==> config.mk <==
export PLATFORM = sky130hd
export DESIGN_NAME = bitsat_unit
export DESIGN_NICKNAME = d
export VERILOG_FILES = /design/src/rtl/bsu_pkg.sv /design/src/rtl/bitsat_permute.sv /design/src/rtl/bitsat_clz.sv /design/src/rtl/bitsat_saturate.sv /design/src/rtl/bitsat_unit.sv
export SDC_FILE = /design/constraint.sdc
export NUM_CORES = 1
export LEC_CHECK = 0
export BUFFER_PORTS_ARGS = -buffer_cell sky130_fd_sc_hd__buf_2
export CAP_MARGIN = 10
export CORE_MARGIN = 2
export CORE_UTILIZATION = 67
export CTS_BUF_LIST = sky130_fd_sc_hd__clkbuf_4 sky130_fd_sc_hd__clkbuf_8
export DETAILED_ROUTE_END_ITERATION = 8
export PLACE_DENSITY = 0.88
export SKIP_LAST_GASP = 1
export SLEW_MARGIN = 10
export SYNTH_ARGS = -nofsm -noshare
export SYNTH_HDL_FRONTEND = slang
export SYNTH_SLANG_ARGS = --single-unit
==> constraint.sdc <==
create_clock -name clk_i -period 0.8 [get_ports clk_i]
set_input_delay 0.08 -clock clk_i [delete_from_list [all_inputs] [get_ports clk_i]]
set_output_delay 0.08 -clock clk_i [all_outputs]
set_load 0.01 [all_outputs]
==> src/rtl/bsu_pkg.sv <==
package bsu_pkg;
  typedef enum logic [2:0] {
    OP_BREV  = 3'd0,
    OP_HSWAP = 3'd1,
    OP_SHSWP = 3'd2,
    OP_BITRV = 3'd3,
    OP_ROTR  = 3'd4,
    OP_CLZ   = 3'd5,
    OP_SSAT  = 3'd6,
    OP_USAT  = 3'd7
  } bsu_op_e;
endpackage

==> src/rtl/bitsat_permute.sv <==
module bitsat_permute
  import bsu_pkg::*;
#(
  parameter int DATA_W = 32,
  localparam int NB    = DATA_W / 8,
  localparam int NH    = DATA_W / 16,
  localparam int ROT_W = $clog2(DATA_W)
) (
  input  bsu_op_e           op_i,
  input  logic [DATA_W-1:0] a_i,
  input  logic [ROT_W-1:0]  rot_i,
  output logic [DATA_W-1:0] y_o
);
  logic [DATA_W-1:0]   brev, hswap, shswp, bitrv, rotr;
  logic [2*DATA_W-1:0] dbl;

  for (genvar b = 0; b < NB; b++) begin : g_byte
    assign brev[8*b +: 8] = a_i[8*(NB-1-b) +: 8];
  end

  for (genvar h = 0; h < NH; h++) begin : g_half
    assign hswap[16*h +: 8]     = a_i[16*h+8 +: 8];
    assign hswap[16*h+8 +: 8]   = a_i[16*h +: 8];
  end

  assign shswp = {{(DATA_W-16){a_i[7]}}, a_i[7:0], a_i[15:8]};

  for (genvar i = 0; i < DATA_W; i++) begin : g_bit
    assign bitrv[i] = a_i[DATA_W-1-i];
  end

  assign dbl  = {a_i, a_i} >> rot_i;
  assign rotr = dbl[DATA_W-1:0];

  always_comb begin
    unique case (op_i)
      OP_BREV:  y_o = brev;
      OP_HSWAP: y_o = hswap;
      OP_SHSWP: y_o = shswp;
      OP_BITRV: y_o = bitrv;
      default:  y_o = rotr;
    endcase
  end
endmodule

==> src/rtl/bitsat_clz.sv <==
module bitsat_clz #(
  parameter int DATA_W = 32,
  localparam int CNT_W = $clog2(DATA_W) + 1
) (
  input  logic [DATA_W-1:0] a_i,
  output logic [CNT_W-1:0]  cnt_o
);
  // highest set bit wins: later iterations overwrite
  always_comb begin
    cnt_o = CNT_W'(DATA_W);
    for (int i = 0; i < DATA_W; i++) begin
      if (a_i[i]) cnt_o = CNT_W'(DATA_W - 1 - i);
    end
  end
endmodule

==> src/rtl/bitsat_saturate.sv <==
module bitsat_saturate #(
  parameter int DATA_W = 32,
  localparam int AMT_W = $clog2(DATA_W) + 1
) (
  input  logic              is_signed_i,
  input  logic [DATA_W-1:0] a_i,
  input  logic [AMT_W-1:0]  width_i,
  output logic [DATA_W-1:0] y_o,
  output logic              sat_o
);
  localparam logic [AMT_W-1:0] SMAX = AMT_W'(DATA_W);
  localparam logic [AMT_W-1:0] UMAX = AMT_W'(DATA_W - 1);

  logic [AMT_W-1:0]         n_s, n_u;
  logic signed [DATA_W:0]   a_x, lim_s, hi_s, lo_s, hi_u;

  // legalize width per mode
  always_comb begin
    n_s = width_i;
    if (width_i == '0)  n_s = AMT_W'(1);
    if (width_i > SMAX) n_s = SMAX;
    n_u = (width_i > UMAX) ? UMAX : width_i;
  end

  assign a_x   = {a_i[DATA_W-1], a_i};
  assign lim_s = $signed((DATA_W+1)'(1) << (n_s - AMT_W'(1)));
  assign hi_s  = lim_s - 1;
  assign lo_s  = -lim_s;
  assign hi_u  = $signed(((DATA_W+1)'(1) << n_u) - (DATA_W+1)'(1));

  always_comb begin
    y_o   = a_i;
    sat_o = 1'b0;
    if (is_signed_i) begin
      if (a_x > hi_s) begin
        y_o = hi_s[DATA_W-1:0]; sat_o = 1'b1;
      end else if (a_x < lo_s) begin
        y_o = lo_s[DATA_W-1:0]; sat_o = 1'b1;
      end
    end else begin
      if (a_x < 0) begin
        y_o = '0; sat_o = 1'b1;
      end else if (a_x > hi_u) begin
        y_o = hi_u[DATA_W-1:0]; sat_o = 1'b1;
      end
    end
  end
endmodule

==> src/rtl/bitsat_unit.sv <==
module bitsat_unit
  import bsu_pkg::*;
#(
  parameter int DATA_W  = 32,
  parameter bit REG_OUT = 1'b1,
  localparam int AMT_W  = $clog2(DATA_W) + 1,
  localparam int ROT_W  = $clog2(DATA_W)
) (
  input  logic              clk_i,
  input  logic              rst_ni,
  input  logic [2:0]        op_i,
  input  logic [DATA_W-1:0] opa_i,
  input  logic [AMT_W-1:0]  amt_i,
  output logic [DATA_W-1:0] res_o,
  output logic              sat_o
);
  bsu_op_e           op;
  logic [DATA_W-1:0] perm_y, sat_y, res_d, res_q;
  logic [AMT_W-1:0]  clz_cnt;
  logic              sat_hit, sat_d, sat_q;

  assign op = bsu_op_e'(op_i);

  bitsat_permute #(.DATA_W(DATA_W)) u_perm (
    .op_i (op),
    .a_i  (opa_i),
    .rot_i(amt_i[ROT_W-1:0]),
    .y_o  (perm_y)
  );

  bitsat_clz #(.DATA_W(DATA_W)) u_clz (
    .a_i  (opa_i),
    .cnt_o(clz_cnt)
  );

  bitsat_saturate #(.DATA_W(DATA_W)) u_sat (
    .is_signed_i(op == OP_SSAT),
    .a_i        (opa_i),
    .width_i    (amt_i),
    .y_o        (sat_y),
    .sat_o      (sat_hit)
  );

  always_comb begin
    res_d = perm_y;
    sat_d = 1'b0;
    unique case (op)
      OP_CLZ:           res_d = DATA_W'(clz_cnt);
      OP_SSAT, OP_USAT: begin res_d = sat_y; sat_d = sat_hit; end
      default:          ;
    endcase
  end

  if (REG_OUT) begin : g_reg
    always_ff @(posedge clk_i or negedge rst_ni) begin
      if (!rst_ni) begin
        res_q <= '0;
        sat_q <= 1'b0;
      end else begin
        res_q <= res_d;
        sat_q <= sat_d;
      end
    end
  end else begin : g_comb
    always_comb begin
      res_q = res_d;
      sat_q = sat_d;
    end
  end

  assign res_o = res_q;
  assign sat_o = sat_q;
endmodule

==> results of run 1 <==
cell families after synthesis:
| family | Yosys count |
|---|---|
| muxes | 122 |
| buffers and inverters | 183 |
| DFF | 33 |
| and+or+nand+nor | 362 |
| other | 2 |
| xor gates and xnor gates | 14 |
| adders and majority gates | 101 |
| AOI/OAI and AO/OA | 416 |
stage by stage:
stage / cells / TNS, ns
floorplan: 1234 / -99.68
global placement: 1721 / -111.00
detailed placement: 1721 / -117.75
==> impl.org, run 1 <==
** Floorplan
- 76 I/O pins were placed.
- Die X-Extent :: 121 µm
- Row count :: 42
- Initial Util :: 68.8%
- The die is 121 µm tall.

** Clocking
- Post-CTS setup buffers :: 25
- CTS-repair resized insts :: 145
- In this run the deepest clock path goes through 2 buffers.
- Clock Tree Root :: sky130_fd_sc_hd__clkbuf_8
- For this design, the sink count on the clock tree is 33.
- Buffers inserted to repair hold after CTS numbered 1.
- Buffers inserted during clock tree synthesis total 5.
- The H-tree generated during clock tree synthesis spans 2 levels.

** Yosys
- After Yosys synthesis, full adders, half adders and majority gates account for 13.9% of the synthesized area.
- Post-synthesis instance area :: 9110 µm²
- Yosys attributes the largest share of cell area to sky130_fd_sc_hd__ha_1 14%, sky130_fd_sc_hd__dfrtp_1 9.1%, sky130_fd_sc_hd__o21ai_0 7.0%.
- The synthesized design contains 0 enable-type register cells.
- Largest family of logic cells by synthesized area :: compound AO/OA/AOI/OAI gates
- Of the total synthesized cell area, the portion taken by XOR and XNOR cells is 1.35%.
- Library cells used by synthesis :: 78
- Simple-gate share of the synthesized area :: 18.0%
- Share of flip-flops with an asynchronous set or reset :: 100%
- Summed over its instances, the top area cell type makes up 13.9% of the synthesized netlist area.
- Library cell with the highest instance count after synthesis :: sky130_fd_sc_hd__nand2_1
- Number of warnings printed during yosys synthesis :: 0
- In the synthesized netlist, the number of instances is 1,233.
- Each instance of the synthesized netlist takes up on average 7.39 µm².
- The synthesized design contains 33 register bits.
- sky130_fd_sc_hd__ha_1 takes more of the synthesized area than any other cell.
- Of the synthesized area, sequential elements account for 9.07%.
- Of the post-synthesis cell area, the part taken by muxes is 19.3%.
- Most used DFF post-synth :: sky130_fd_sc_hd__dfrtp_1
- Fraction of the mapped netlist area in compound gates :: 29.6%
- Sorting the synthesized cells by how often they occur yields 132 x sky130_fd_sc_hd__nand2_1, 127 x sky130_fd_sc_hd__o21ai_0, 106 x sky130_fd_sc_hd__nor2_1, 101 x sky130_fd_sc_hd__ha_1, 87 x sky130_fd_sc_hd__a21oi_1.

** Run status
- The tool reported: "[ERROR DPL-0033] detailed placement checks failed during check placement".
- Run status :: aborted with a tool error
- Stage reached :: clock tree synthesis

** Placed design
- After legalization and detailed placement, the total HPWL measured 39,000 µm.
- Global placement routability congestion :: 1.16
- In this run the cell area measured after placement is 12,100 µm².
- Number of buffer cells added on primary ports :: 75
- At the placement stage, the worst setup path has a slack of -3.78 ns.
==> run 2, diff against run 1 <==
--- a/config.mk
+++ b/config.mk
@@ -8,10 +8,9 @@
 export BUFFER_PORTS_ARGS = -buffer_cell sky130_fd_sc_hd__buf_2
 export CAP_MARGIN = 10
 export CORE_MARGIN = 2
-export CORE_UTILIZATION = 67
-export CTS_BUF_LIST = sky130_fd_sc_hd__clkbuf_4 sky130_fd_sc_hd__clkbuf_8
+export CORE_UTILIZATION = 40
 export DETAILED_ROUTE_END_ITERATION = 8
-export PLACE_DENSITY = 0.88
+export PLACE_DENSITY_LB_ADDON = 0.15
 export SKIP_LAST_GASP = 1
 export SLEW_MARGIN = 10
 export SYNTH_ARGS = -nofsm -noshare
==> run 2 against run 1 <==
Against the previous run: the flow now finishes, with violations (negative setup slack); synthesized cell count is the same; area after synthesis is the same.
==> impl.org, run 2 <==
** Run status
- Run status: complete, but fails checks (was aborted with a tool error).
- Failing checks :: negative setup slack

** Global routing
- Tot GR Track Use :: 39.8%
- The number of antenna violations at the first check in global routing was 1.
- Via count of the first global-routing pass :: 11,500
- Entering global routing, the biggest net connects 40 pins.
- Aggregate global routing overflow :: 0
- The first global-routing pass estimated 71,500 µm of wire.

** Placed design
- Half-perimeter wire length after detailed placement :: 38,200 µm (was 39,000 µm)
- Post-placement cell count :: 1,865 (was 1,721)
- The count of input and output buffers came to 75 (unchanged).
- The placer's final routability congestion estimate was 1.05 (was 1.16).

** Clocking
- Clock input transition at the sequential cells of the worst setup and hold paths :: 0.06 ns
- Clock tree from TritonCTS :: yes
- H-tree depth :: 2 (unchanged)
- The number of buffers created by CTS was 5 (unchanged).
- Clock Tree Root :: sky130_fd_sc_hd__clkbuf_16 (was sky130_fd_sc_hd__clkbuf_8)
- Number of clock sinks :: 33 (unchanged)
- The deepest clock path buffer count was 2 (unchanged).

** Yosys
- The number of synthesis warnings came to 0 (unchanged).
- The synthesized netlist cell count was 1,233 (unchanged).
- Sequential-to-total area share from yosys stat :: 9.07% (unchanged)
- Library cell with the highest instance count after synthesis :: sky130_fd_sc_hd__nand2_1 (unchanged)
- Commonest cells post-synth :: 132 x sky130_fd_sc_hd__nand2_1, 127 x sky130_fd_sc_hd__o21ai_0, 106 x sky130_fd_sc_hd__nor2_1, 101 x sky130_fd_sc_hd__ha_1, 87 x sky130_fd_sc_hd__a21oi_1 (unchanged)
- Post-synthesis register bit count :: 33 (unchanged)
- Share of flip-flops with an asynchronous set or reset :: 100% (unchanged)
- The cell taking the most area after synthesis is sky130_fd_sc_hd__ha_1 (unchanged).
- Count of flip-flops with a built-in enable after synthesis :: 0 (unchanged)
- The prevailing post-synth register cell is sky130_fd_sc_hd__dfrtp_1 (unchanged).
- Cell types with the largest area share after synthesis :: sky130_fd_sc_hd__ha_1 14%, sky130_fd_sc_hd__dfrtp_1 9.1%, sky130_fd_sc_hd__o21ai_0 7.0% (unchanged)
- The mapped cell area was 9110 µm² (unchanged).
- The portion of synthesized cell area occupied by the leading cell type was 13.9% (unchanged).
- Avg Inst Size Synth :: 7.39 µm² (unchanged)
- The number of unique standard cell types used by synthesis is 78 (unchanged).

** STA
- Share of the clock period used by the worst path after layout :: 521%
- Setup repair after global routing could not meet its margin everywhere.
- Final critical-path required period :: 4.17 ns
- Achievable frequency :: 240 MHz
- Rel. slew slack :: 63.2%
- The number of endpoints with negative hold slack in the final report is 0.
- The final max-slew violation count was 0.
- Final worst setup slack :: -3.37 ns
- Final setup fails :: 66
- Transition time at the pin with the least slew margin :: 0.537 ns

** Power
- Reported leakage power :: 6.42 nW
- Cell internal power was estimated by the tool at 7.67 mW.
- For this design the total switching power over the nets is 6.45 mW.
- Of the total power, registers draw 14.7%.
- IR analysis of the VDD net gives a maximum drop of 808 µV.
- Part of the power in the clock network :: 13.7%
- Sw Share :: 45.7%
- Overall power consumption after layout is estimated at 14.1 mW.
- Comb pwr share :: 71.6%
- For this design the ratio of total power to cell area is 1060 nW/µm².

** Worst hold path
- Endpoint of the worst hold path :: sat_o
- Kind of path behind the tightest hold check :: in2reg
- Along the worst hold path, the cell count comes to 4.
- Hold wc startpoint :: op_i[2]

** Cells and area
- Net total in the final layout :: 1,768
- 0 antenna diodes ended up in the layout.
- The register with the most flip-flops in the layout has 32 of them.
- Leaving out filler cells and counting taps, the final layout contains 1,910.
- The top cell types in the final layout, fill and taps aside, are 401 x sky130_fd_sc_hd__buf_4, 125 x sky130_fd_sc_hd__nand2_1, 119 x sky130_fd_sc_hd__o21ai_0.
- Leading cell type in the layout, fill and taps excluded :: sky130_fd_sc_hd__buf_4
- Area overhead of the layout relative to synthesis :: 46.9%
- Fraction of layout cells with a size suffix above 1 :: 39.3%

** Floorplan
- Die X-Extent :: 155 µm (was 121 µm)
- After floorplanning, the core was sized to cover 22,500 µm².
- The die span in y came to 155 µm (was 121 µm).
- Row count :: 55 (was 42)
- The die covers 24,000 µm².
- Top-level port count :: 76 (unchanged)
- Initial Util :: 40.5% (was 68.8%)

** Routing
- Summing over every cut layer, the via total after detailed routing is 12,100.
- Number of violations reported at the end of detailed-routing iteration 0 :: 1,597
- Number of vias per cell after detailed routing :: 6.35
- WL/cell :: 25.5 µm
- Remaining design rule violation count :: 0
- For this run, the detailed router's first-pass iteration total came to 5.
- Wires add up to 48,700 µm.
- The detail route stage leaves a number of antenna-violating nets equal to 0.

** Worst setup path
- Arrival time of data at the critical path endpoint :: 4.33 ns
- STA classifies the critical path startpoint as an input pin.
- The worst setup path is captured at a register.
- In this run the worst path has a maximum fanout of 6.
- Required @ worst endpoint :: 0.96 ns
- Worst setup path category :: in2reg

** Job
- Max Cap Violations :: 0
## run 2: worst max-delay path by stage
stage	start	slack [ns]	endpoint
finish	amt_i[1]	-3.37	res_o[17]
global placement	amt_i[2]	-3.72	res_o[1]
global route	amt_i[1]	-3.45	res_o[17]
detailed placement	amt_i[2]	-3.74	res_o[19]
floorplan	amt_i[5]	-3.09	res_o[4]
CTS	amt_i[0]	-3.21	res_o[17]
## run 2: timing repair
item | 4_1_cts | 5_1_grt
setup buffers | 34 | 7
gates resized for setup | 66 | 19
cloned | 2 | 0
hold endpoints to repair | 33 | 0
hold buffers | 1 | 0
setup endpoints to repair | 66 | 66
pin swaps | 29 | 19
## run 2: kinds of logic after synthesis
| kind of cell | share of synthesized area [%] |
|---|---|
| muxes | 19.3 |
| and+or+nand+nor | 18.0 |
| AOI/OAI and AO/OA | 29.6 |
| DFF | 9.07 |
| adders and majority gates | 13.9 |
| xor gates and xnor gates | 1.35 |
| other | 0.0824 |
| buffers and inverters | 8.67 |
## run 2: routing by layer
layer  GRT usage (%)  part of all wire (%)
met3            8.30                    11
met1            55.1                    42
met4            16.4                   5.0
met2            60.3                    43
met5               0                     0
## run 2: layout make-up
class,instances,area (µm²)
Tap cell,285,357
Timing Repair Buffer,504,3890
Clock buffer,5,125
Inverter,62,238
Clock inverter,3,17.5
Fill cell,2075,9120
Multi-Input combinational cell,1018,7930
Sequential cell,33,826
## run 2: worst max-delay path, stage by stage
cell and delay, ns:
sky130_fd_sc_hd__buf_6 0.09, sky130_fd_sc_hd__or3_4 0.39, sky130_fd_sc_hd__buf_6 0.13, sky130_fd_sc_hd__nand2_4 0.06
sky130_fd_sc_hd__nand2_4 0.06, sky130_fd_sc_hd__inv_4 0.06, sky130_fd_sc_hd__nand2_4 0.06, sky130_fd_sc_hd__ha_4 0.19
sky130_fd_sc_hd__o31ai_4 0.07, sky130_fd_sc_hd__a21oi_4 0.08, sky130_fd_sc_hd__buf_6 0.15, sky130_fd_sc_hd__o31ai_4 0.31
sky130_fd_sc_hd__inv_2 0.10, sky130_fd_sc_hd__ha_4 0.27, sky130_fd_sc_hd__nand4_1 0.26, sky130_fd_sc_hd__nor4_2 0.26
sky130_fd_sc_hd__buf_4 0.20, sky130_fd_sc_hd__nand4_1 0.12, sky130_fd_sc_hd__a21boi_2 0.19, sky130_fd_sc_hd__a2bb2oi_2 0.14
sky130_fd_sc_hd__and3_4 0.25, sky130_fd_sc_hd__buf_12 0.11, sky130_fd_sc_hd__buf_12 0.11, sky130_fd_sc_hd__mux2_2 0.16
sky130_fd_sc_hd__a21oi_2 0.05, sky130_fd_sc_hd__or3_1 0.37
## run 2: metrics by stage
stage	util (%)	setup TNS [ns]	setup slack [ns]	instance area, µm²	hold slack (ns)
2_1_floorplan	-	-99.68	-3.09	9330	-0.216
3_3_place_gp	55.5	-119.62	-3.72	12500	0.0517
4_1_cts	59.0	-105.67	-3.21	13300	0.260
6_report	59.5	-109.66	-3.37	13400	0.257
5_1_grt	59.5	-113.23	-3.45	13400	0.266
3_5_place_dp	55.5	-120.24	-3.74	12500	0.0540
## run 2: power groups by stage
| stage | sequential [mW] | combinational, mW | clock [mW] |
|---|---|---|---|
| global placement | 2.09 | 8.80 | 0 |
| finish | 2.07 | 10.1 | 1.93 |
| global route | 2.08 | 10.7 | 2.01 |
| CTS | 2.07 | 9.66 | 1.93 |
| detailed placement | 2.08 | 8.84 | 0 |
| floorplan | 2.12 | 4.68 | 0 |
Note: power is estimated with default switching activity, not from simulation.
==> run 3, diff against run 2 <==
--- a/config.mk
+++ b/config.mk
@@ -15,4 +15,5 @@
 export SLEW_MARGIN = 10
 export SYNTH_ARGS = -nofsm -noshare
 export SYNTH_HDL_FRONTEND = slang
+export SYNTH_HIERARCHICAL = 1
 export SYNTH_SLANG_ARGS = --single-unit
==> run 3 against run 2 <==
Against the previous run: the run still ends with negative setup slack left; final area is 12% higher; sequential cell count is the same; critical path depth grew 1; largest cell class unchanged.
==> impl.org, run 3 <==
** Worst setup path
- Among the stages of the critical path, the cell type that occurs most often is sky130_fd_sc_hd__inv_2.
- Buffers plus inverters on the worst setup path :: 7 (was 8)
- Slowest cell on the critical path :: sky130_fd_sc_hd__or3_4 (unchanged)
- The capturing element type of the critical path is a register (unchanged).
- Arrival time of data at the critical path endpoint :: 5.14 ns (was 4.33 ns)
- Crit-path max FO :: 11 (was 6)
- Category of the worst setup path launch point :: input pin (unchanged)
- Kind of cell with the highest combined delay on the critical path :: simple AND/OR/NAND/NOR gates (unchanged)
- Slowest Stage Delay on Critical Path :: 0.39 ns (about the same)
- Worst setup path category :: in2reg (unchanged)
- Required @ worst endpoint :: 0.97 ns (was 0.96 ns)

** Routing
- The remaining number of nets flagged by the antenna check after routing came to 0 (unchanged).
- The routed length per instance is 26.5 µm (was 25.5 µm).
- Post-Route WL :: 55,300 µm (was 48,700 µm)
- Number of vias per cell after detailed routing :: 6.56 (was 6.35)
- The DRC marker count from the first detailed-route iteration was 2,273 (was 1,597).
- Total number of vias :: 13,700 (was 12,100)
- Initial DRT Pass Iterations :: 8 (was 5)
- Remaining design rule violation count :: 0 (unchanged)

** Yosys
- Sequential-to-total area share from yosys stat :: 8.32% (was 9.07%)
- The cell taking the most area after synthesis is sky130_fd_sc_hd__ha_1 (unchanged).
- Counting every net in the synthesized netlist gives 1,461.
- Fraction of the mapped netlist area in adder cells :: 13.1% (was 13.9%)
- Post-Syn Instances :: 1,314 (was 1,233)
- The number of enable flip-flop cells after synthesis is 0 (unchanged).
- The post-synthesis area per instance is 7.55 µm² (was 7.39 µm²).
- The post-synthesis async set-or-reset flop share came to 100% (unchanged).
- Simple-gate share of the synthesized area :: 19.4% (was 18.0%)
- The mapped cell area is 9930 µm² (was 9110 µm²).
- Commonest cells post-synth :: 135 x sky130_fd_sc_hd__nor2_1, 132 x sky130_fd_sc_hd__a21oi_1, 104 x sky130_fd_sc_hd__ha_1, 86 x sky130_fd_sc_hd__nand2_1, 61 x sky130_fd_sc_hd__clkbuf_1 (was 132 x sky130_fd_sc_hd__nand2_1, 127 x sky130_fd_sc_hd__o21ai_0, 106 x sky130_fd_sc_hd__nor2_1, 101 x sky130_fd_sc_hd__ha_1, 87 x sky130_fd_sc_hd__a21oi_1)
- The number of synthesis warnings was 6 (was 0).
- Xor/xnor cell area share of the yosys netlist :: 1.94% (was 1.35%)
- Largest family of logic cells by synthesized area :: compound AO/OA/AOI/OAI gates (unchanged)
- Yosys top cell area share :: 13.1% (was 13.9%)
- Most used DFF post-synth :: sky130_fd_sc_hd__dfrtp_1 (unchanged)
- The flip-flop and latch count after synthesis came to 33 (unchanged).
- Library cell with the highest instance count after synthesis :: sky130_fd_sc_hd__nor2_1 (was sky130_fd_sc_hd__nand2_1)
- Fraction of synthesized area in multiplexers :: 13.5% (was 19.3%)
- Cell types with the largest area share after synthesis :: sky130_fd_sc_hd__ha_1 13%, sky130_fd_sc_hd__dfrtp_1 8.3%, sky130_fd_sc_hd__a21oi_1 6.7% (was sky130_fd_sc_hd__ha_1 14%, sky130_fd_sc_hd__dfrtp_1 9.1%, sky130_fd_sc_hd__o21ai_0 7.0%)
- Fraction of the mapped netlist area in compound gates :: 36.5% (was 29.6%)
- The number of unique standard cell types used by synthesis is 93 (was 78).

** Cells and area
- Most frequent cells in the layout: 432 x sky130_fd_sc_hd__buf_4, 122 x sky130_fd_sc_hd__nor2_1, 122 x sky130_fd_sc_hd__a21oi_1 (was 401 x sky130_fd_sc_hd__buf_4, 125 x sky130_fd_sc_hd__nand2_1, 119 x sky130_fd_sc_hd__o21ai_0).
- The area growth from synthesis to layout came to 51.2% (was 46.9%).
- # fillers :: 2,178 (was 2,075)
- Count of inserted antenna diode cells :: 0 (unchanged)
- The most frequent standard cell in the layout excluding fill and tap cells is sky130_fd_sc_hd__buf_4 (unchanged).
- The share of the core filled with cells came to 61.7% (was 59.5%).
- Area taken by multi-input logic gates :: 9240 µm² (was 7930 µm²)
- Area of all placed cells without fillers :: 15,000 µm² (was 13,400 µm²)
- Max FFs per register :: 32 (unchanged)
- Area of all sequential standard cells :: 826 µm² (unchanged)
- The number of nets at the end of the flow was 1,913 (was 1,768).
- Fraction of layout cells with a size suffix above 1 :: 43.0% (was 39.3%)

** Clocking
- The number of buffers created by CTS was 5 (unchanged).
- The count of clock tree sinks came to 33 (unchanged).
- H-tree depth :: 2 (unchanged)
- The clock tree from TritonCTS is yes (unchanged).
- Clock input transition at the sequential cells of the worst setup and hold paths :: 0.05 ns (was 0.06 ns)
- The master cell of the clock root buffer is sky130_fd_sc_hd__clkbuf_16 (unchanged).
- Buffer depth of the longest clock path :: 2 (unchanged)

** Floorplan
- The width of the chip is 162 µm (was 155 µm).
- Die boundary height :: 162 µm (was 155 µm)
- Top-level port count :: 76 (unchanged)
- Standard cell core area :: 24,300 µm² (was 22,500 µm²)
- The placement row count was 57 (was 55).
- The effective utilization at floorplan was 40.8% (was 40.5%).
- Overall die area :: 26,100 µm² (was 24,000 µm²)

** Run status
- Failing checks: negative setup slack (unchanged).
- Run status :: complete, but fails checks (unchanged)

** Global routing
- The global-route usage over all layers is 40.5% (was 39.8%).
- Antenna violations before repair :: 1 (unchanged)
- Aggregate global routing overflow :: 0 (unchanged)
- The via count of the first global-routing pass was 12,700 (was 11,500).
- Global-route wire length before repair :: 79,400 µm (was 71,500 µm)
- Maximum number of pins on one net before global-route repair :: 71 (was 40)

** STA
- The final clock period utilization by the worst path was 621% (was 521%).
- The relative max-transition margin is 51.4% (was 63.2%).
- The minimum clock period after layout was 4.97 ns (was 4.17 ns).
- The number of endpoints with negative hold slack in the final report is 0 (unchanged).
- The final setup violation count came to 66 (unchanged).
- Max Transition Viols Final :: 0 (unchanged)
- The hold slack is 0.306 ns (was 0.257 ns).
- Setup repair after global routing missed its margin: yes (unchanged).
- The setup slack after layout was -4.17 ns (was -3.37 ns).
- The slew of the pin with the lowest slew margin came to 0.728 ns (was 0.537 ns).
- Achievable frequency :: 201 MHz (was 240 MHz)

** Power
- The static leakage power is 6.95 nW (was 6.42 nW).
- The maximum vdd ir drop was 851 µV (was 808 µV).
- The total power of the final layout was 17.6 mW (was 14.1 mW).
- PD cells :: 1170 nW/µm² (was 1060 nW/µm²)

** Worst hold path
- The class of the worst hold path is in2async (was in2reg).

** Placed design
- Global placement routability congestion :: 1.11 (was 1.05)
- The estimated wirelength of the detail-placed design was 42,800 µm (was 38,200 µm).
- Number of buffer cells added on primary ports :: 75 (unchanged)
- Area of placed instances :: 13,700 µm² (was 12,500 µm²)

** Job
- Max Cap Violations :: 0 (unchanged)
[run 3: report_power, final]
part	total, mW	switching (mW)	internal [mW]	leakage (nW)
Combinational	13.5	7.26	6.28	6.48
Sequential	2.07	0.149	1.92	0.400
Clock	1.98	0.760	1.22	0.0700
Total	17.6	8.17	9.42	6.95
[run 3: layout make-up]
class,instances,share of cell area (%)
repair buffers,543,27.9
flip-flops and latches,33,5.50
clock buffers,7,0.950
well taps,324,2.70
inverters,54,1.35
multi-input cells,1129,61.6
[run 3: through the flow]
step,cells,TNS [ns],setup WS [ns]
after global placement,2047,-151.02,-4.78
final,2090,-137.27,-4.17
after detailed placement,2047,-152.41,-4.79
after floorplan,1314,-137.90,-4.28
after global routing,2090,-142.74,-4.33
after CTS,2078,-135.31,-4.11
[run 3: per-layer routing]
layer / routed length (µm) / up-vias / track usage [%]
li1: - / 5999 / -
met1: 21900 / 6455 / 54.8
met2: 22800 / 1051 / 59.9
met3: 7770 / 207 / 12.3
met4: 2870 / 2 / 16.0
met5: 13 / - / 0
[run 3: final timing paths]
check                      slack, ns  cells after the start   endpoint  startpoint
setup / recovery               -4.17                     27  res_o[27]    amt_i[3]
hold / removal                  0.31                      3  res_o[21]      rst_ni
max in group asynchronous       0.31                      3   res_o[5]      rst_ni
min in group clk_i              0.43                      4   res_o[1]     op_i[2]
[run 3: kinds of logic after synthesis]
| kind of cell | Yosys count |
|---|---|
| flops | 33 |
| mux | 103 |
| xor+xnor | 22 |
| buf+inv | 152 |
| fa+ha+maj | 104 |
| simple gates | 387 |
| other cells | 1 |
| compound gates | 512 |
[run 3: what timing repair did]
action | 4_1_cts | 5_1_grt
gates resized for setup | 82 | 86
setup buffers | 21 | 17
endpoints found under the setup margin | 66 | 66
hold endpoints to repair | 33 | 0
pin swaps | 55 | 64
hold buffers | 1 | 0
cloned | 3 | 0
[run 3: tightest hold or removal path, delay by kind of cell]
| family | cells | cell delay, ns |
|---|---|---|
| buffers and inverters | 3 | 0.86 |
==> run 4, diff against run 3 <==
--- a/config.mk
+++ b/config.mk
@@ -7,6 +7,8 @@
 export LEC_CHECK = 0
 export BUFFER_PORTS_ARGS = -buffer_cell sky130_fd_sc_hd__buf_2
 export CAP_MARGIN = 10
+export CELL_PAD_IN_SITES_DETAIL_PLACEMENT = 1
+export CELL_PAD_IN_SITES_GLOBAL_PLACEMENT = 1
 export CORE_MARGIN = 2
 export CORE_UTILIZATION = 40
 export DETAILED_ROUTE_END_ITERATION = 8
==> run 4 against run 3 <==
Against the previous run: the run still ends with negative setup slack left; sequential share of layout area about the same; final cell count is 0.53% higher; largest cell class unchanged; sequential power about the same; via count up 7.2%; final area fell by 0.11%; sequential cell count did not move; maximum frequency decreased by 6.3%; non-clock buffer count increased by 4; critical endpoint is now res_o[29]; highest routed layer is now met4; first-iteration DRC count shrank 6.1%; die area stayed put.
==> impl.org, run 4 (synthesized netlist as in run 3, its figures left out) <==
** Placed design
- Number of buffer cells added on primary ports :: 75 (unchanged)
- Half-perimeter wire length after detailed placement :: 47,600 µm (was 42,800 µm)
- Global placement routability congestion :: 1.09 (was 1.11)

** Power
- PD cells :: 1230 nW/µm² (was 1170 nW/µm²)
- The maximum vdd ir drop was 870 µV (was 851 µV).
- Total power :: 18.5 mW (was 17.6 mW)
- Reported leakage power :: 6.98 nW (was 6.95 nW)

** Cells and area
- The share of the core filled with cells is 61.6% (was 61.7%).
- The area growth from synthesis to layout was 51.0% (was 51.2%).
- The count of filler cells inserted in the layout came to 3,015 (was 2,178).
- The share of final-layout standard cells stronger than drive strength 1 was 43.1% (was 43.0%).
- Most frequent cells in the layout: 442 x sky130_fd_sc_hd__buf_4, 125 x sky130_fd_sc_hd__a21oi_1, 124 x sky130_fd_sc_hd__nor2_1 (was 432 x sky130_fd_sc_hd__buf_4, 122 x sky130_fd_sc_hd__nor2_1, 122 x sky130_fd_sc_hd__a21oi_1).
- Net total in the final layout :: 1,918 (was 1,913)
- The area of all sequential standard cells was 826 µm² (unchanged).
- Area taken by multi-input logic gates :: 9140 µm² (was 9240 µm²)
- Max FFs per register :: 32 (unchanged)
- The most frequent standard cell in the layout excluding fill and tap cells was sky130_fd_sc_hd__buf_4 (unchanged).

** Routing
- Number of nets with antenna violations after routing :: 0 (unchanged)
- Initial DRT Pass Iterations :: 7 (was 8)
- The sum of routed wire length over all layers was 65,900 µm (was 55,300 µm).
- The average via count per standard cell came to 7.00 (was 6.56).
- The DRC marker count from the first detailed-route iteration is 2,135 (was 2,273).
- Remaining design rule violation count :: 0 (unchanged)
- The routed length per instance was 31.4 µm (was 26.5 µm).
- Total number of vias :: 14,700 (was 13,700)

** STA
- Transition time at the pin with the least slew margin :: 0.730 ns (was 0.728 ns)
- The maximum clock rate is 189 MHz (was 201 MHz).
- Setup repair after global routing missed its margin: yes (unchanged).
- The final setup violation count was 66 (unchanged).
- The final max-slew violation count is 0 (unchanged).
- The setup TNS is -144.42 ns (was -137.27 ns).
- Rel. slew slack :: 51.3% (was 51.4%)
- The number of endpoints with negative hold slack in the final report was 0 (unchanged).
- The final clock period utilization by the worst path was 663% (was 621%).
- The setup slack after layout was -4.50 ns (was -4.17 ns).
- Final critical-path required period :: 5.30 ns (was 4.97 ns)

** Job
- Max Cap Violations :: 0 (unchanged)

** Floorplan
- The width of the chip came to 162 µm (unchanged).
- The effective utilization at floorplan is 40.8% (unchanged).
- The placement row count is 57 (unchanged).
- The area of the core came to 24,300 µm² (unchanged).
- Overall die area :: 26,100 µm² (unchanged)
- Die boundary height :: 162 µm (unchanged)
- Top-level port count :: 76 (unchanged)

** Run status
- Failing checks :: negative setup slack (unchanged)
- Run status :: complete, but fails checks (unchanged)

** Worst hold path
- The class of the worst hold path was in2async (unchanged).

** Worst setup path
- Crit-path max FO :: 6 (was 11)
- Category of the worst setup path launch point :: input pin (unchanged)
- The capturing element type of the critical path is a register (unchanged).
- Arrival time of data at the critical path endpoint :: 5.47 ns (was 5.14 ns)
- Required @ worst endpoint :: 0.97 ns (about the same)
- The startpoint-to-endpoint class of the critical path is in2reg (unchanged).

** Clocking
- Number of clock sinks :: 33 (unchanged)
- The CTS clock-pin slew for the worst setup and hold paths came to 0.06 ns (was 0.05 ns).
- Clock Tree Root :: sky130_fd_sc_hd__clkbuf_16 (unchanged)
- Cts bufs inserted :: 5 (unchanged)
- The maximum level of the CTS H-tree is 2 (unchanged).
- Buffer depth of the longest clock path :: 2 (unchanged)
- Clock tree from TritonCTS :: yes (unchanged)

** Global routing
- The number of antenna violations at the first check in global routing is 5 (was 1).
- The global-route usage over all layers came to 46.1% (was 40.5%).
- Maximum number of pins on one net before global-route repair :: 49 (was 71)
- The leftover overflow at the end of global routing is 0 (unchanged).
- Global-route wire length before repair :: 90,400 µm (was 79,400 µm)
- Via count of the first global-routing pass :: 14,200 (was 12,700)
-- run 4: changes by cell type in the layout (fill, tap and decap cells not counted), sizes merged --
cell / before / now
clkinv: 1 / 3
buf: 542 / 546
diode: 0 / 5
clkinvlp: 0 / 1
clkbuf: 7 / 5
and2: 10 / 11
-- run 4: layout make-up --
class | count | area share, %
Multi-Input combinational cell | 1130 | 61.0
Clock inverter | 3 | 0.117
Inverter | 54 | 1.37
Clock buffer | 5 | 0.835
Sequential cell | 33 | 5.51
Tap cell | 324 | 2.70
Antenna cell | 5 | 0.0835
Timing Repair Buffer | 547 | 28.4
-- run 4: what timing repair did --
item / 4_1_cts / 5_1_grt
buffers inserted: 21 / 13
hold buffers: 1 / 0
resized for setup: 92 / 55
cloned: 2 / 0
endpoints found under the setup margin: 66 / 66
pin swaps: 31 / 31
hold endpoints to repair: 33 / 0
-- run 4: worst max-delay path, cell delays in order --
cell	delay, ns
sky130_fd_sc_hd__buf_6	0.09
sky130_fd_sc_hd__or3_4	0.40
sky130_fd_sc_hd__a21oi_4	0.15
sky130_fd_sc_hd__inv_2	0.09
sky130_fd_sc_hd__ha_4	0.17
sky130_fd_sc_hd__buf_4	0.14
sky130_fd_sc_hd__nor2_2	0.10
sky130_fd_sc_hd__nand2_1	0.08
sky130_fd_sc_hd__a21o_1	0.19
sky130_fd_sc_hd__or4b_4	0.58
sky130_fd_sc_hd__buf_4	0.16
sky130_fd_sc_hd__a31oi_2	0.22
sky130_fd_sc_hd__buf_4	0.20
sky130_fd_sc_hd__ha_1	0.27
sky130_fd_sc_hd__nand4_1	0.19
sky130_fd_sc_hd__nor2_2	0.08
sky130_fd_sc_hd__a22oi_2	0.30
sky130_fd_sc_hd__a211oi_4	0.07
sky130_fd_sc_hd__nor4_4	0.36
sky130_fd_sc_hd__mux2i_4	0.38
sky130_fd_sc_hd__buf_6	0.17
sky130_fd_sc_hd__buf_12	0.10
sky130_fd_sc_hd__buf_16	0.11
sky130_fd_sc_hd__mux2i_1	0.25
sky130_fd_sc_hd__o21ai_1	0.22
sky130_fd_sc_hd__a22o_1	0.30
-- run 4: routing by layer --
metal | wire length [µm] | vias up | track usage, %
met5 | 0 | - | 0
met4 | 4150 | 0 | 21.1
met3 | 8750 | 342 | 13.4
met2 | 27900 | 1204 | 70.4
met1 | 25100 | 7143 | 59.9
li1 | - | 6011 | -
-- run 4: worst paths after layout --
| kind | from | endpoint | slack (ns) |
|---|---|---|---|
| max in group asynchronous | rst_ni | res_o[0] | 0.31 |
| setup / recovery | amt_i[4] | res_o[29] | -4.50 |
| hold / removal | rst_ni | res_o[21] | 0.30 |
| min in group clk_i | op_i[1] | sat_o | 0.34 |
-- run 4: metrics by stage --
stage	cell area [µm²]	setup slack [ns]	hold WS, ns	std cells
2_1_floorplan	10100	-4.28	-0.216	1314
3_3_place_gp	13800	-4.54	0.0475	2053
3_5_place_dp	13800	-4.69	0.0611	2053
4_1_cts	14600	-4.14	0.311	2085
5_1_grt	15000	-4.53	0.341	2099
6_report	15000	-4.50	0.300	2101
-- run 4: where the power goes --
group / total [mW] / internal (mW) / switching, mW
registers: 2.06 / 1.92 / 0.137
logic: 14.4 / 6.49 / 7.96
clock network: 1.98 / 1.14 / 0.838
